File: src/rtl/frac_tick_pkg.sv
package frac_tick_pkg;

  // Power-on ratio: 15 + 0/1 + 1 = 16 source pulses per tick
  localparam int unsigned DEF_INT = 15;
  localparam int unsigned DEF_NUM = 0;
  localparam int unsigned DEF_DEN = 1;

  // Whether the current period has already taken its extra pulse
  typedef enum logic {
    PH_BASE    = 1'b0,
    PH_STRETCH = 1'b1
  } phase_e;

endpackage

File: src/rtl/fdiv_src_mux.sv
module fdiv_src_mux #(
  parameter int unsigned NSRC = 2,
  localparam int unsigned SEL_W = (NSRC > 1) ? $clog2(NSRC) : 1
) (
  input  logic [NSRC-1:0]  src_en,
  input  logic [SEL_W-1:0] sel,
  output logic             pulse
);

  always_comb begin
    pulse = 1'b0;
    for (int i = 0; i < NSRC; i++) begin
      if (sel == SEL_W'(i)) begin
        pulse = src_en[i];
      end
    end
  end

endmodule

File: src/rtl/fdiv_cfg_stage.sv
module fdiv_cfg_stage #(
  parameter int unsigned INT_W   = 8,
  parameter int unsigned FRAC_W  = 6,
  parameter int unsigned RST_INT = 15,
  parameter int unsigned RST_NUM = 0,
  parameter int unsigned RST_DEN = 1
) (
  input  logic              clk,
  input  logic              rst_n,
  input  logic              load,
  input  logic [INT_W-1:0]  in_int,
  input  logic [FRAC_W-1:0] in_num,
  input  logic [FRAC_W-1:0] in_den,
  input  logic              apply,
  output logic [INT_W-1:0]  act_int,
  output logic [FRAC_W-1:0] act_num,
  output logic [FRAC_W-1:0] act_den,
  output logic              restart
);

  logic              pend_v_q, pend_v_d;
  logic [INT_W-1:0]  pend_int_q, pend_int_d;
  logic [FRAC_W-1:0] pend_num_q, pend_num_d;
  logic [FRAC_W-1:0] pend_den_q, pend_den_d;
  logic [INT_W-1:0]  act_int_q, act_int_d;
  logic [FRAC_W-1:0] act_num_q, act_num_d;
  logic [FRAC_W-1:0] act_den_q, act_den_d;

  always_comb begin
    pend_v_d   = pend_v_q;
    pend_int_d = pend_int_q;
    pend_num_d = pend_num_q;
    pend_den_d = pend_den_q;
    act_int_d  = act_int_q;
    act_num_d  = act_num_q;
    act_den_d  = act_den_q;
    restart    = apply & (load | pend_v_q);
    if (apply) begin
      pend_v_d = 1'b0;
      if (load) begin
        act_int_d = in_int;
        act_num_d = in_num;
        act_den_d = in_den;
      end else if (pend_v_q) begin
        act_int_d = pend_int_q;
        act_num_d = pend_num_q;
        act_den_d = pend_den_q;
      end
    end else if (load) begin
      pend_v_d   = 1'b1;
      pend_int_d = in_int;
      pend_num_d = in_num;
      pend_den_d = in_den;
    end
  end

  always_ff @(posedge clk or negedge rst_n) begin
    if (!rst_n) begin
      pend_v_q   <= 1'b0;
      pend_int_q <= '0;
      pend_num_q <= '0;
      pend_den_q <= '0;
      act_int_q  <= INT_W'(RST_INT);
      act_num_q  <= FRAC_W'(RST_NUM);
      act_den_q  <= FRAC_W'(RST_DEN);
    end else begin
      pend_v_q   <= pend_v_d;
      pend_int_q <= pend_int_d;
      pend_num_q <= pend_num_d;
      pend_den_q <= pend_den_d;
      act_int_q  <= act_int_d;
      act_num_q  <= act_num_d;
      act_den_q  <= act_den_d;
    end
  end

  assign act_int = act_int_q;
  assign act_num = act_num_q;
  assign act_den = act_den_q;

endmodule

File: src/rtl/fdiv_frac_acc.sv
module fdiv_frac_acc #(
  parameter int unsigned FRAC_W = 6,
  localparam int unsigned SUM_W = FRAC_W + 1
) (
  input  logic              clk,
  input  logic              rst_n,
  input  logic [FRAC_W-1:0] num,
  input  logic [FRAC_W-1:0] den,
  input  logic              clear,
  input  logic              take_long,
  input  logic              take_short,
  output logic              owe,
  output logic [FRAC_W-1:0] acc
);

  logic [FRAC_W-1:0] acc_q, acc_d;
  logic [SUM_W-1:0]  sum;
  logic [SUM_W-1:0]  sum_less;
  logic              den_zero;

  assign den_zero = (den == '0);
  assign sum      = {1'b0, acc_q} + {1'b0, num};
  assign sum_less = sum - {1'b0, den};
  assign owe      = !den_zero && (sum >= {1'b0, den});

  always_comb begin
    acc_d = acc_q;
    if (clear) begin
      acc_d = '0;
    end else if (take_long) begin
      acc_d = sum_less[FRAC_W-1:0];
    end else if (take_short) begin
      acc_d = den_zero ? '0 : sum[FRAC_W-1:0];
    end
  end

  always_ff @(posedge clk or negedge rst_n) begin
    if (!rst_n) begin
      acc_q <= '0;
    end else begin
      acc_q <= acc_d;
    end
  end

  assign acc = acc_q;

endmodule

File: src/rtl/fdiv_period_cnt.sv
module fdiv_period_cnt
  import frac_tick_pkg::*;
#(
  parameter int unsigned INT_W = 8
) (
  input  logic             clk,
  input  logic             rst_n,
  input  logic             enable,
  input  logic             pulse,
  input  logic [INT_W-1:0] limit,
  input  logic             owe,
  output logic             boundary,
  output logic             take_long,
  output logic             tick,
  output logic [INT_W-1:0] cnt,
  output phase_e           phase
);

  logic [INT_W-1:0] cnt_q, cnt_d;
  phase_e           phase_q, phase_d;
  logic             tick_q;
  logic             at_end;

  assign at_end    = enable & pulse & (cnt_q == limit);
  assign take_long = at_end & (phase_q == PH_BASE) & owe;
  assign boundary  = at_end & ~take_long;

  always_comb begin
    cnt_d   = cnt_q;
    phase_d = phase_q;
    if (!enable) begin
      cnt_d   = '0;
      phase_d = PH_BASE;
    end else if (boundary) begin
      cnt_d   = '0;
      phase_d = PH_BASE;
    end else if (take_long) begin
      phase_d = PH_STRETCH;
    end else if (pulse) begin
      cnt_d = cnt_q + INT_W'(1);
    end
  end

  always_ff @(posedge clk or negedge rst_n) begin
    if (!rst_n) begin
      cnt_q   <= '0;
      phase_q <= PH_BASE;
      tick_q  <= 1'b0;
    end else begin
      cnt_q   <= cnt_d;
      phase_q <= phase_d;
      tick_q  <= boundary;
    end
  end

  assign tick  = tick_q;
  assign cnt   = cnt_q;
  assign phase = phase_q;

endmodule

File: src/rtl/frac_tick_div.sv
module frac_tick_div
  import frac_tick_pkg::*;
#(
  parameter int unsigned INT_W  = 8,
  parameter int unsigned FRAC_W = 6
) (
  input  logic              clk,
  input  logic              rst_n,
  input  logic              enable,
  input  logic              src_sel,
  input  logic              src_a_en,
  input  logic              src_b_en,
  input  logic              cfg_load,
  input  logic [INT_W-1:0]  cfg_int,
  input  logic [FRAC_W-1:0] cfg_num,
  input  logic [FRAC_W-1:0] cfg_den,
  output logic              tick
);

  localparam int unsigned NSRC = 2;

  logic              src_pulse;
  logic [INT_W-1:0]  act_int;
  logic [FRAC_W-1:0] act_num;
  logic [FRAC_W-1:0] act_den;
  logic              restart;
  logic              apply;
  logic              boundary;
  logic              take_long;
  logic              take_short;
  logic              acc_clear;
  logic              owe;
  logic [FRAC_W-1:0] acc_val;
  logic [INT_W-1:0]  cnt_val;
  phase_e            phase_val;

  assign apply      = boundary | ~enable;
  assign acc_clear  = restart | ~enable;
  assign take_short = boundary & (phase_val == PH_BASE);

  fdiv_src_mux #(.NSRC(NSRC)) u_mux (
    .src_en ({src_b_en, src_a_en}),
    .sel    (src_sel),
    .pulse  (src_pulse)
  );

  fdiv_cfg_stage #(
    .INT_W  (INT_W),
    .FRAC_W (FRAC_W),
    .RST_INT(DEF_INT),
    .RST_NUM(DEF_NUM),
    .RST_DEN(DEF_DEN)
  ) u_cfg (
    .clk     (clk),
    .rst_n   (rst_n),
    .load    (cfg_load),
    .in_int  (cfg_int),
    .in_num  (cfg_num),
    .in_den  (cfg_den),
    .apply   (apply),
    .act_int (act_int),
    .act_num (act_num),
    .act_den (act_den),
    .restart (restart)
  );

  fdiv_frac_acc #(.FRAC_W(FRAC_W)) u_acc (
    .clk        (clk),
    .rst_n      (rst_n),
    .num        (act_num),
    .den        (act_den),
    .clear      (acc_clear),
    .take_long  (take_long),
    .take_short (take_short),
    .owe        (owe),
    .acc        (acc_val)
  );

  fdiv_period_cnt #(.INT_W(INT_W)) u_cnt (
    .clk       (clk),
    .rst_n     (rst_n),
    .enable    (enable),
    .pulse     (src_pulse),
    .limit     (act_int),
    .owe       (owe),
    .boundary  (boundary),
    .take_long (take_long),
    .tick      (tick),
    .cnt       (cnt_val),
    .phase     (phase_val)
  );

endmodule

File: config.mk
export PLATFORM = sky130hd
export DESIGN_NAME = frac_tick_div
export DESIGN_NICKNAME = d
export VERILOG_FILES = /design/src/rtl/frac_tick_pkg.sv /design/src/rtl/fdiv_src_mux.sv /design/src/rtl/fdiv_cfg_stage.sv /design/src/rtl/fdiv_frac_acc.sv /design/src/rtl/fdiv_period_cnt.sv /design/src/rtl/frac_tick_div.sv
export SDC_FILE = /design/constraint.sdc
export NUM_CORES = 1
export LEC_CHECK = 0
export BUFFER_PORTS_ARGS = -buffer_cell sky130_fd_sc_hd__buf_2
export CORE_MARGIN = 4
export CORE_UTILIZATION = 35
export DETAILED_ROUTE_END_ITERATION = 6
export GPL_ROUTABILITY_DRIVEN = 0
export PLACE_DENSITY = 0.6
export SYNTH_ARGS = -nofsm -noshare
export SYNTH_HDL_FRONTEND = slang
export SYNTH_SLANG_ARGS = --single-unit
File: constraint.sdc
create_clock -name clk -period 3.5 [get_ports clk]
set_clock_uncertainty 0.15 [all_clocks]
set_input_delay 0.7 -clock clk [delete_from_list [all_inputs] [get_ports clk]]
set_output_delay 0.7 -clock clk [all_outputs]
set_load 0.03 [all_outputs]
==> results of run 1 <==
==> routing by layer <==
layer | GRT usage | part of all wire | up-vias
met3 | 0.0345 | 0.029 | 11
li1 | - | - | 1125
met2 | 0.218 | 0.48 | 44
met4 | 0.0468 | 0.018 | 0
met5 | 0 | 0 | -
met1 | 0.192 | 0.47 | 1124
==> flip-flops by register name, indices dropped and copies added, names as in the netlist, 6 cells and up <==
register,flops
u_cfg.act_num,6
u_acc.acc,6
u_cnt.cnt,8
u_cfg.act_den,6
u_cfg.pend_int_q,8
u_cfg.act_int,8
u_cfg.pend_den_q,6
u_cfg.pend_num_q,6
==> where the power goes <==
part / internal, mW / total [mW] / leakage (nW) / switching (mW)
sequential: 0.761 / 0.825 / 0.699 / 0.0639
clock: 0.400 / 0.682 / 0.109 / 0.282
combinational: 0.363 / 0.662 / 1.01 / 0.299
==> placed cells by master (no fill, tap or decap), types with 6 or more instances in the layout <==
master,netlist,routed
clkbuf_8,0,9
ha_1,13,9
nand2_1,15,15
a21oi_1,11,10
mux2_1,14,10
inv_1,15,15
buf_4,3,31
mux2_2,34,34
dfrtp_1,52,52
nor2_1,17,15
mux2i_1,12,12
a22oi_1,6,6
o21ai_0,7,6
xnor2_1,17,15
buf_2,1,27
==> layout make-up <==
class	count	area, um2
Inverter	16	60.1
Fill cell	805	4710
Timing Repair Buffer	64	467
Multi-Input combinational cell	196	1740
Clock inverter	7	95.1
Clock buffer	9	124
Tap cell	108	135
Sequential cell	57	1430
==> Yosys cell counts, types with 5 or more instances <==
| cell type | instances |
|---|---|
| a21oi_1 | 11 |
| a22oi_1 | 6 |
| clkbuf_1 | 5 |
| dfrtp_1 | 52 |
| dfstp_2 | 5 |
| ha_1 | 13 |
| inv_1 | 15 |
| mux2_1 | 14 |
| mux2_2 | 34 |
| mux2i_1 | 12 |
| nand2_1 | 15 |
| nand3_1 | 5 |
| nor2_1 | 17 |
| o21ai_0 | 7 |
| xnor2_1 | 17 |
==> cells by family (layout without fill, tap and decap cells) <==
logic type               Yosys count  count (layout)
AO/OA/AOI/OAI                     43              43
XOR/XNOR                          18              18
adder cells (fa/ha/maj)           15              15
buffers and inverters             25              96
flip-flops                        57              57
multiplexers                      61              61
AND/OR/NAND/NOR                   58              59
==> what timing repair did <==
| item | CTS | global route |
|---|---|---|
| resized for setup | 4 | 21 |
| gates cloned | 0 | 2 |
| hold endpoints to repair | 0 | 0 |
| setup buffers | 1 | 9 |
| pin swaps | 1 | 15 |
| endpoints found under the setup margin | 34 | 54 |
==> worst max-delay path, cell delays in order (launching register included) <==
cell and delay [ns]:
dfrtp_1 0.37, ha_2 0.21, inv_1 0.06, fa_2 0.53, inv_1 0.07, ha_4 0.21
nor2b_1 0.13, o31a_1 0.32, o211ai_2 0.19, a21boi_2 0.10, o21ai_4 0.19, buf_6 0.16
o21ai_4 0.08, buf_12 0.16, mux2_1 0.30
==> how the worst max path moves through the flow <==
stage	endpoint	slack, ns	depth (start not counted)
detailed placement	u_cfg.pend_num_q[0]	-0.38	12
finish	u_cfg.act_num[3]	0.15	14
floorplan	u_cfg.act_int[4]	0.19	15
global placement	u_cfg.pend_num_q[5]	-0.33	12
global route	u_cfg.act_int[7]	-0.05	16
CTS	u_cfg.pend_num_q[0]	0.04	12
==> stage by stage <==
step / cells / total power, mW / instance area, um2 / setup TNS, ns / hold slack (ns)
final: 457 / 2.17 / 4050 / 0 / 0.193
after global routing: 457 / 2.30 / 4050 / -0.695 / 0.235
after CTS: 446 / 2.11 / 3840 / 0 / 0.206
after detailed placement: 429 / 1.42 / 3600 / -7.87 / 0.342
after global placement: 429 / 1.41 / 3600 / -6.57 / 0.336
after floorplan: 277 / 1.20 / 3160 / 0 / 0.254
==> results.md, run 1 <==
- Antenna violation net count after detailed routing: 0
- Worst slack at placement: -0.378 ns
- Slew at the pin closest to its max-slew limit: 0.551 ns
- Leakage power: 1.82 nW
- H-Tree Level Count: 3
- DRC: 0
- Category of the critical setup timing path: reg2reg
- Sequential element share of the synthesized area: 0.453
- Global-route wire length before repair: 11400 um
- Share of the synthesized area in compound gates (AO/OA/AOI/OAI): 0.0941
- Number of enable-type register cells in the synthesized netlist: 0
- Number of rows created at floorplan: 34
- RSZ-0062 raised after global routing: true
- Root Buffer: clkbuf_8
- Post-synthesis share of cell area spent on xor and xnor gates: 0.0498
- Vias after detailed routing: 2304
- Worst-case register-to-register setup slack: 0.15 ns
- Area share of and/or/nand/nor cells after synthesis: 0.0925
- TritonCTS clock tree: built
- CTS hold repair buffers: 0
- Share of the core filled with cells in the final layout: 0.463
- Netlist area before placement: 3160 um2
- Final hold viol count: 0
- Library cell occupying the most area in the post-synthesis netlist: dfrtp_1
- Area share of the largest cell type after synthesis: 0.411
- Type of origin of the critical path: flop
- Average via count per standard cell: 5.04
- Crit Path Max Fanout: 8
- Width of the chip: 103 um
- Number of antenna violations at the first check in global routing: 0
- Ys async rst share: 1.00
- DIE AREA: 10600 um2
- Type of the tightest min-delay check: in2async
- Data required time of the worst path: 3.57 ns
- Final worst path period share: 0.957
- Count of max-cap constraint violations: 0
- Number of nets in the finished design: 386
- Final wirelength: 7090 um
- Post-synthesis area per instance: 11.4 um2
- Setup violations, final: 0
- Peak supply drop: 0.295 mV
- Worst skew pair latency: 0.34 ns
- I/O Pins: 28
- R2r endpoint: u_cfg.act_num[3]
- Highest clock frequency the design can meet: 299 MHz
- Average wire per cell in the routed design: 15.5 um
- Launching point of the worst reg2reg path: u_acc.acc[0]
- Cells on worst reg2reg path: 14
- Clock period minus worst slack: 3.35 ns
- Number of nets in the synthesized netlist: 319
- Setup slack after layout: 0.152 ns
- Drt pass-1 iters: 4
- Number of warning messages in the yosys log: 0
- Area delta synth->final: 28.1%
- Largest family of logic cells by synthesized area: multiplexers
- Total power per unit cell area: 535 nW/um2
- Port bufs: 27
- Overall routing resource usage: 0.140
- Adder-cell share of the synthesized area: 0.0641
- # clock sinks: 57
- Leading cell types by total area after synthesis: dfrtp_1, mux2_2, ha_1
- CP Launch Point: u_acc.acc[0]
- Layout cells sized above 1: 0.413
- Number of buffers created by CTS: 9
- Type of destination of the critical path: flop
- Starting Density: 0.361
- Synthesized netlist cell count: 277
- Diodes inserted: 0
- HPWL after DPL: 4910 um
- Arrival time at the worst endpoint: 3.42 ns
- Vias in the first global route: 2274
- Flip-flop and latch count after synthesis: 57
- Proportion of synthesized area in mux cells: 0.213
- Result of the run: completed
- Congestion Overflow GR: 0
- Chip height: 103 um
- Worst slew margin: 0.633
- Core area: 8760 um2
- Dominant register cell in the synthesized netlist: dfrtp_1
- Final count of pins violating max slew: 0
- Number of buffers between clock root and the deepest sink: 2
- Clock input transition at the sequential cells of the worst setup and hold paths: 0.07 ns
- Pin count of the biggest net entering global routing: 35
- Count of distinct cell types in the synthesized netlist: 46
- Drt first-iter violations: 97
Power figures use the tool's default switching activity.
==> run 2: changes to the inputs <==
--- a/config.mk
+++ b/config.mk
@@ -5,12 +5,11 @@
 export SDC_FILE = /design/constraint.sdc
 export NUM_CORES = 1
 export LEC_CHECK = 0
-export BUFFER_PORTS_ARGS = -buffer_cell sky130_fd_sc_hd__buf_2
-export CORE_MARGIN = 4
 export CORE_UTILIZATION = 35
 export DETAILED_ROUTE_END_ITERATION = 6
+export DONT_BUFFER_PORTS = 1
 export GPL_ROUTABILITY_DRIVEN = 0
-export PLACE_DENSITY = 0.6
+export PLACE_DENSITY = 0.56
 export SYNTH_ARGS = -nofsm -noshare
 export SYNTH_HDL_FRONTEND = slang
 export SYNTH_SLANG_ARGS = --single-unit
==> constraint.sdc (replaced) <==
create_clock -name clk -period 3.7 [get_ports clk]
set_clock_uncertainty 0.15 [all_clocks]
set_input_delay 0.74 -clock clk [delete_from_list [all_inputs] [get_ports clk]]
set_output_delay 0.74 -clock clk [all_outputs]
set_load 0.03 [all_outputs]
==> results.md, run 2 (synthesis gave the netlist of run 1 again) <==
- Layout cells sized above 1: 0.249
- Vias in the first global route: 2169
- Layout filler cell count: 806
- Pin count of the biggest net entering global routing: 53
- # clock sinks: 57
- Area delta synth->final: 14.7%
- Overall routing resource usage: 0.147
- Arrival time at the worst endpoint: 3.58 ns
- Setup violations, final: 0
- Chip height: 97.1 um
- DIE AREA: 9430 um2
- Root Buffer: clkbuf_8
- Worst slack at placement: -0.0836 ns
- TritonCTS clock tree: built
- Final wirelength: 6480 um
- Starting Density: 0.363
- Crit Path Max Fanout: 20
- Setup slack after layout: 0.202 ns
- Slew at the pin closest to its max-slew limit: 0.481 ns
- Number of nets in the finished design: 330
- Congestion Overflow GR: 0
- Peak supply drop: 0.275 mV
- Category of the critical setup timing path: reg2reg
- Type of destination of the critical path: flop
- Clock period minus worst slack: 3.50 ns
- Average via count per standard cell: 5.13
- Type of the tightest min-delay check: in2async
- Final count of pins violating max slew: 0
- Global-route wire length before repair: 10800 um
- HPWL after DPL: 4360 um
- Worst slew margin: 0.673
- CP Launch Point: u_acc.acc[1]
- Count of max-cap constraint violations: 0
- Number of rows created at floorplan: 34
- Highest clock frequency the design can meet: 286 MHz
- Worst skew pair latency: 0.35 ns
- Number of buffers created by CTS: 9
- H-Tree Level Count: 3
- Diodes inserted: 0
- Footprint of the multi-input gates: 1680 um2
- Number of antenna violations at the first check in global routing: 0
- Type of origin of the critical path: flop
- Crit path to: u_cfg.pend_den_q[0]
- Average wire per cell in the routed design: 16.2 um
- Pwr Total: 1.90 mW
- Launching point of the worst reg2reg path: u_acc.acc[1]
- Leading cell type in the layout, fill and taps excluded: dfrtp_1
- RSZ-0062 raised after global routing: false
- Clock input transition at the sequential cells of the worst setup and hold paths: 0.08 ns
- Worst-case register-to-register setup slack: 0.20 ns
- Drt first-iter violations: 105
- Width of the chip: 97.1 um
- Number of buffers between clock root and the deepest sink: 2
- Cells on worst reg2reg path: 16
- Antenna violation net count after detailed routing: 0
- Sequential cell area in the final layout: 1430 um2
- I/O Pins: 28
- Port bufs: 0
- DRC: 0
- Most frequent cells in the layout: dfrtp_1, mux2_2, xnor2_1, nor2_1
- Result of the run: completed
- R2r endpoint: u_cfg.pend_den_q[0]
- Final hold viol count: 0
- Core area: 8720 um2
- Vias after detailed routing: 2059
- Drt pass-1 iters: 4
- Total power per unit cell area: 524 nW/um2
- Leakage power: 1.53 nW
- Final worst path period share: 0.945
- Data required time of the worst path: 3.78 ns
run 2: cell count changes in the layout (fill, tap and decap cells not counted), sizes merged:
cell and delta:
clkinv -1, buf -56, nor2 -1, o21ai +2, inv +1, clkbuf -1
run 2: stage by stage:
step	instances	util	hold slack [ns]	TNS (ns)	instance area, um2
final	401	0.416	0.0735	0	3630
after floorplan	277	-	0.294	0	3160
after global placement	380	0.378	0.296	-0.00222	3300
after global routing	401	0.416	0.0542	0	3630
after CTS	397	0.408	0.0538	0	3560
after detailed placement	380	0.378	0.296	-0.917	3300
run 2: layout make-up:
| cell class | count | area share |
|---|---|---|
| multi-input cells | 197 | 0.462 |
| repair buffers | 7 | 0.0269 |
| clock inverters | 7 | 0.0283 |
| flip-flops and latches | 57 | 0.395 |
| clock buffers | 9 | 0.0341 |
| inverters | 16 | 0.0166 |
| well taps | 108 | 0.0372 |
run 2: power by group:
group	internal (mW)	switching, mW
combinational	0.229	0.230
clock	0.384	0.280
sequential	0.720	0.0591
total	1.33	0.569
run 2: how the worst min path moves through the flow:
stage                from                to  slack, ns  cells past startpoint
global placement    rst_n      u_cnt.cnt[4]       0.30                      0
floorplan           rst_n      u_acc.acc[0]       0.29                      0
detailed placement  rst_n      u_cnt.cnt[4]       0.30                      0
global route        rst_n  u_cfg.act_int[0]       0.05                      0
finish              rst_n  u_cfg.act_int[0]       0.07                      0
CTS                 rst_n  u_cfg.act_int[0]       0.05                      0
run 2: repair_timing:
item | 4_1_cts | 5_1_grt
pin swaps | 0 | 1
hold buffers | 1 | 0
hold endpoints to repair | 52 | 0
setup endpoints to repair | 14 | 41
buffers inserted | 0 | 2
gates resized for setup | 1 | 5
cloned | 0 | 2
run 2: critical path, stage by stage, from the launching register on:
cell and delay [ns]:
dfrtp_1 0.40, ha_1 0.28, a21oi_1 0.18, o21ai_1 0.12, o21a_1 0.19, nor2_1 0.13
xnor2_1 0.16, ha_1 0.32, a211oi_2 0.25, nand2_1 0.08, a21oi_2 0.19, a21boi_2 0.12
o21ai_4 0.17, buf_12 0.15, nor2_2 0.05, buf_12 0.15, mux2_2 0.27
run 2: routing by layer:
layer / track usage / routed length [um] / vias to the layer above
met3: 0.0424 / 258 / 12
met4: 0.0666 / 136 / 0
met2: 0.215 / 2890 / 29
li1: - / - / 1012
met1: 0.201 / 3200 / 1006
met5: 0 / 0 / -
==> run 3: changes to the inputs <==
--- a/config.mk
+++ b/config.mk
@@ -5,11 +5,12 @@
 export SDC_FILE = /design/constraint.sdc
 export NUM_CORES = 1
 export LEC_CHECK = 0
-export CORE_UTILIZATION = 35
+export CORE_UTILIZATION = 30
 export DETAILED_ROUTE_END_ITERATION = 6
 export DONT_BUFFER_PORTS = 1
 export GPL_ROUTABILITY_DRIVEN = 0
-export PLACE_DENSITY = 0.56
+export PLACE_DENSITY = 0.51
 export SYNTH_ARGS = -nofsm -noshare
 export SYNTH_HDL_FRONTEND = slang
+export SYNTH_HIERARCHICAL = 1
 export SYNTH_SLANG_ARGS = --single-unit
==> results.md, run 3 <==
- Critical Path, Cell by Cell: buf_6 -> fa_2 -> a21o_1 -> a21oi_4 -> xnor2_4 -> ha_4 -> o21a_1 -> o21ai_0 -> a21boi_1 -> nor2b_4 -> nor2_2 -> buf_4 -> nand2b_4 -> buf_6 -> nor2b_4 -> buf_6 -> mux2_4
- Drt pass-1 iters: 4
- Setup violations, final: 22
- Worst slew margin: 0.232
- Max stage delay cell, worst path: dfrtp_2
- Number of enable-type register cells in the synthesized netlist: 0
- Number of buffers created by CTS: 9
- Library cell occupying the most area in the post-synthesis netlist: dfrtp_1
- Crit Path Max Fanout: 7
- HPWL after DPL: 5700 um
- Pwr Total: 1.95 mW
- Final wirelength: 9150 um
- Pin count of the biggest net entering global routing: 53
- Average wire per cell in the routed design: 18.2 um
- Final count of pins violating max slew: 0
- Root Buffer: clkbuf_8
- Netlist area before placement: 3320 um2
- Most repeated library cell on the critical path: buf_6
- Total power per unit cell area: 433 nW/um2
- Peak supply drop: 0.208 mV
- Layout filler cell count: 1033
- Number of buffers between clock root and the deepest sink: 2
- Leading cell types by total area after synthesis: dfrtp_1, mux2_2, o32ai_1
- Number of nets in the synthesized netlist: 360
- Clock period minus worst slack: 3.81 ns
- Leading cell type in the layout, fill and taps excluded: dfrtp_1
- TritonCTS clock tree: built
- Chip height: 107 um
- Drt first-iter violations: 135
- Arrival time at the worst endpoint: 3.88 ns
- Congestion Overflow GR: 0
- Final hold viol count: 0
- Ys async rst share: 1.00
- Vias after detailed routing: 2668
- Starting Density: 0.307
- # clock sinks: 57
- DRC: 0
- Setup slack after layout: -0.113 ns
- Number of rows created at floorplan: 38
- Most numerous cell types in the synthesized netlist: dfrtp_1, nor2_1, o22ai_1, o32ai_1, mux2_2
- Post-synthesis area per instance: 10.5 um2
- Dominant register cell in the synthesized netlist: dfrtp_1
- Number of warning messages in the yosys log: 6
- Diodes inserted: 0
- Flip-flop and latch count after synthesis: 57
- Most frequent cells in the layout: dfrtp_1, buf_4, nor2_1, mux2_4, nand2_1
- Data required time of the worst path: 3.77 ns
- Final worst path period share: 1.03
- Clock input transition at the sequential cells of the worst setup and hold paths: 0.07 ns
- DIE AREA: 11500 um2
- Port bufs: 0
- Global-route wire length before repair: 13500 um
- Highest clock frequency the design can meet: 262 MHz
- Area share of the largest cell type after synthesis: 0.391
- Failing checks: setup timing
- Sequential element share of the synthesized area: 0.431
- Number of nets in the finished design: 401
- Overall routing resource usage: 0.155
- Count of distinct cell types in the synthesized netlist: 55
- Width of the chip: 107 um
- Result of the run: complete, but fails checks
- Vias in the first global route: 2647
- Type of the tightest min-delay check: in2async
- Leakage power: 1.88 nW
- I/O Pins: 28
- Count of max-cap constraint violations: 0
- H-Tree Level Count: 3
- Synthesized netlist cell count: 318
- Type of origin of the critical path: flop
- Worst skew pair latency: 0.34 ns
- Category of the critical setup timing path: reg2reg
- RSZ-0062 raised after global routing: true
- Average via count per standard cell: 5.30
- Highest cell delay on the worst timing path: 0.45 ns
- Layout cells sized above 1: 0.430
- Area delta synth->final: 35.5%
- Type of destination of the critical path: flop
- Number of antenna violations at the first check in global routing: 0
- Core area: 10800 um2
- Worst slack at placement: -0.224 ns
- Most instantiated library cell after synthesis: dfrtp_1
- Slew at the pin closest to its max-slew limit: 1.15 ns
- Antenna violation net count after detailed routing: 0
==> run 3: changes by cell type after synthesis, moves of 10 or more <==
| cell | before | now |
|---|---|---|
| o22ai_1 | 0 | 20 |
| mux2_2 | 34 | 19 |
| mux2i_1 | 12 | 2 |
| nor2_1 | 17 | 31 |
| o32ai_1 | 0 | 20 |
| mux2_1 | 14 | 2 |
==> run 3: worst max-delay path: cells and delay by family (launching register included) <==
| kind | cells | cell delay [ns] |
|---|---|---|
| compound gates | 5 | 0.81 |
| xor+xnor | 1 | 0.12 |
| fa+ha+maj | 2 | 0.66 |
| flops | 1 | 0.45 |
| buf+inv | 4 | 0.58 |
| mux | 1 | 0.31 |
| simple gates | 4 | 0.62 |
==> run 3: worst paths after layout <==
path	from	end	slack, ns	cells past startpoint
worst min-delay path	rst_n	u_cfg/act_int[2]	0.08	0
worst max register to register	u_cfg/act_num[1]	u_cfg/pend_int_q[3]	-0.11	17
worst max-delay path	u_cfg/act_num[1]	u_cfg/pend_int_q[3]	-0.11	17
min in group clk	u_cfg/pend_int_q[3]	u_cfg/pend_int_q[3]	0.37	1
max in group asynchronous	rst_n	u_cfg/act_num[1]	3.05	1
worst min register to register	u_cfg/pend_int_q[3]	u_cfg/pend_int_q[3]	0.37	1
==> run 3: kinds of logic (layout without fill, tap and decap cells) <==
logic type	count (synthesis)	count (layout)	share of synthesized area
AO/OA/AOI/OAI	83	83	0.185
XOR/XNOR	17	17	0.0470
adder cells (fa/ha/maj)	15	15	0.0610
buffers and inverters	34	79	0.0549
flip-flops	57	57	0.431
multiplexers	24	24	0.0817
AND/OR/NAND/NOR	88	88	0.139
==> run 3: layer usage <==
metal | track usage | part of all wire | up-vias
met1 | 0.205 | 0.46 | 1343
li1 | - | - | 1256
met2 | 0.245 | 0.48 | 56
met5 | 0 | 0 | -
met4 | 0.0538 | 0.023 | 0
met3 | 0.0400 | 0.040 | 13
==> run 3: area by class of cell <==
class                           instances  area (um2)  share of cell area
Inverter                               14        55.1              0.0122
Tap cell                              140         175              0.0389
Clock buffer                           12         155              0.0344
Clock inverter                          3        40.0             0.00889
Multi-Input combinational cell        227        2150               0.478
Sequential cell                        57        1430               0.318
Timing Repair Buffer                   50         493               0.109
==> run 3: timing repair <==
action                     CTS  global route
gates resized for setup     12            72
setup buffers                5             8
pin swaps                   10            21
hold buffers                 1             0
setup endpoints to repair   45            48
hold endpoints to repair    52             0
cloned                       0             3
==> run 3: where the power goes <==
part           internal, mW  total, mW  switching, mW
Clock                 0.342      0.590          0.249
Combinational         0.311      0.564          0.253
Sequential            0.707      0.794         0.0875
Total                  1.36       1.95          0.589
==> run 3: per-stage QoR <==
step                area [um2]  utilization  TNS, ns  std cells  hold slack (ns)
floorplan                 3370            -        0        318            0.294
global placement          3670        0.338   -0.541        471            0.296
detailed placement        3670        0.338    -3.13        471            0.296
CTS                       3980        0.367   -0.151        492           0.0691
global route              4500        0.416    -5.37        503           0.0613
finish                    4500        0.416    -2.07        503           0.0829
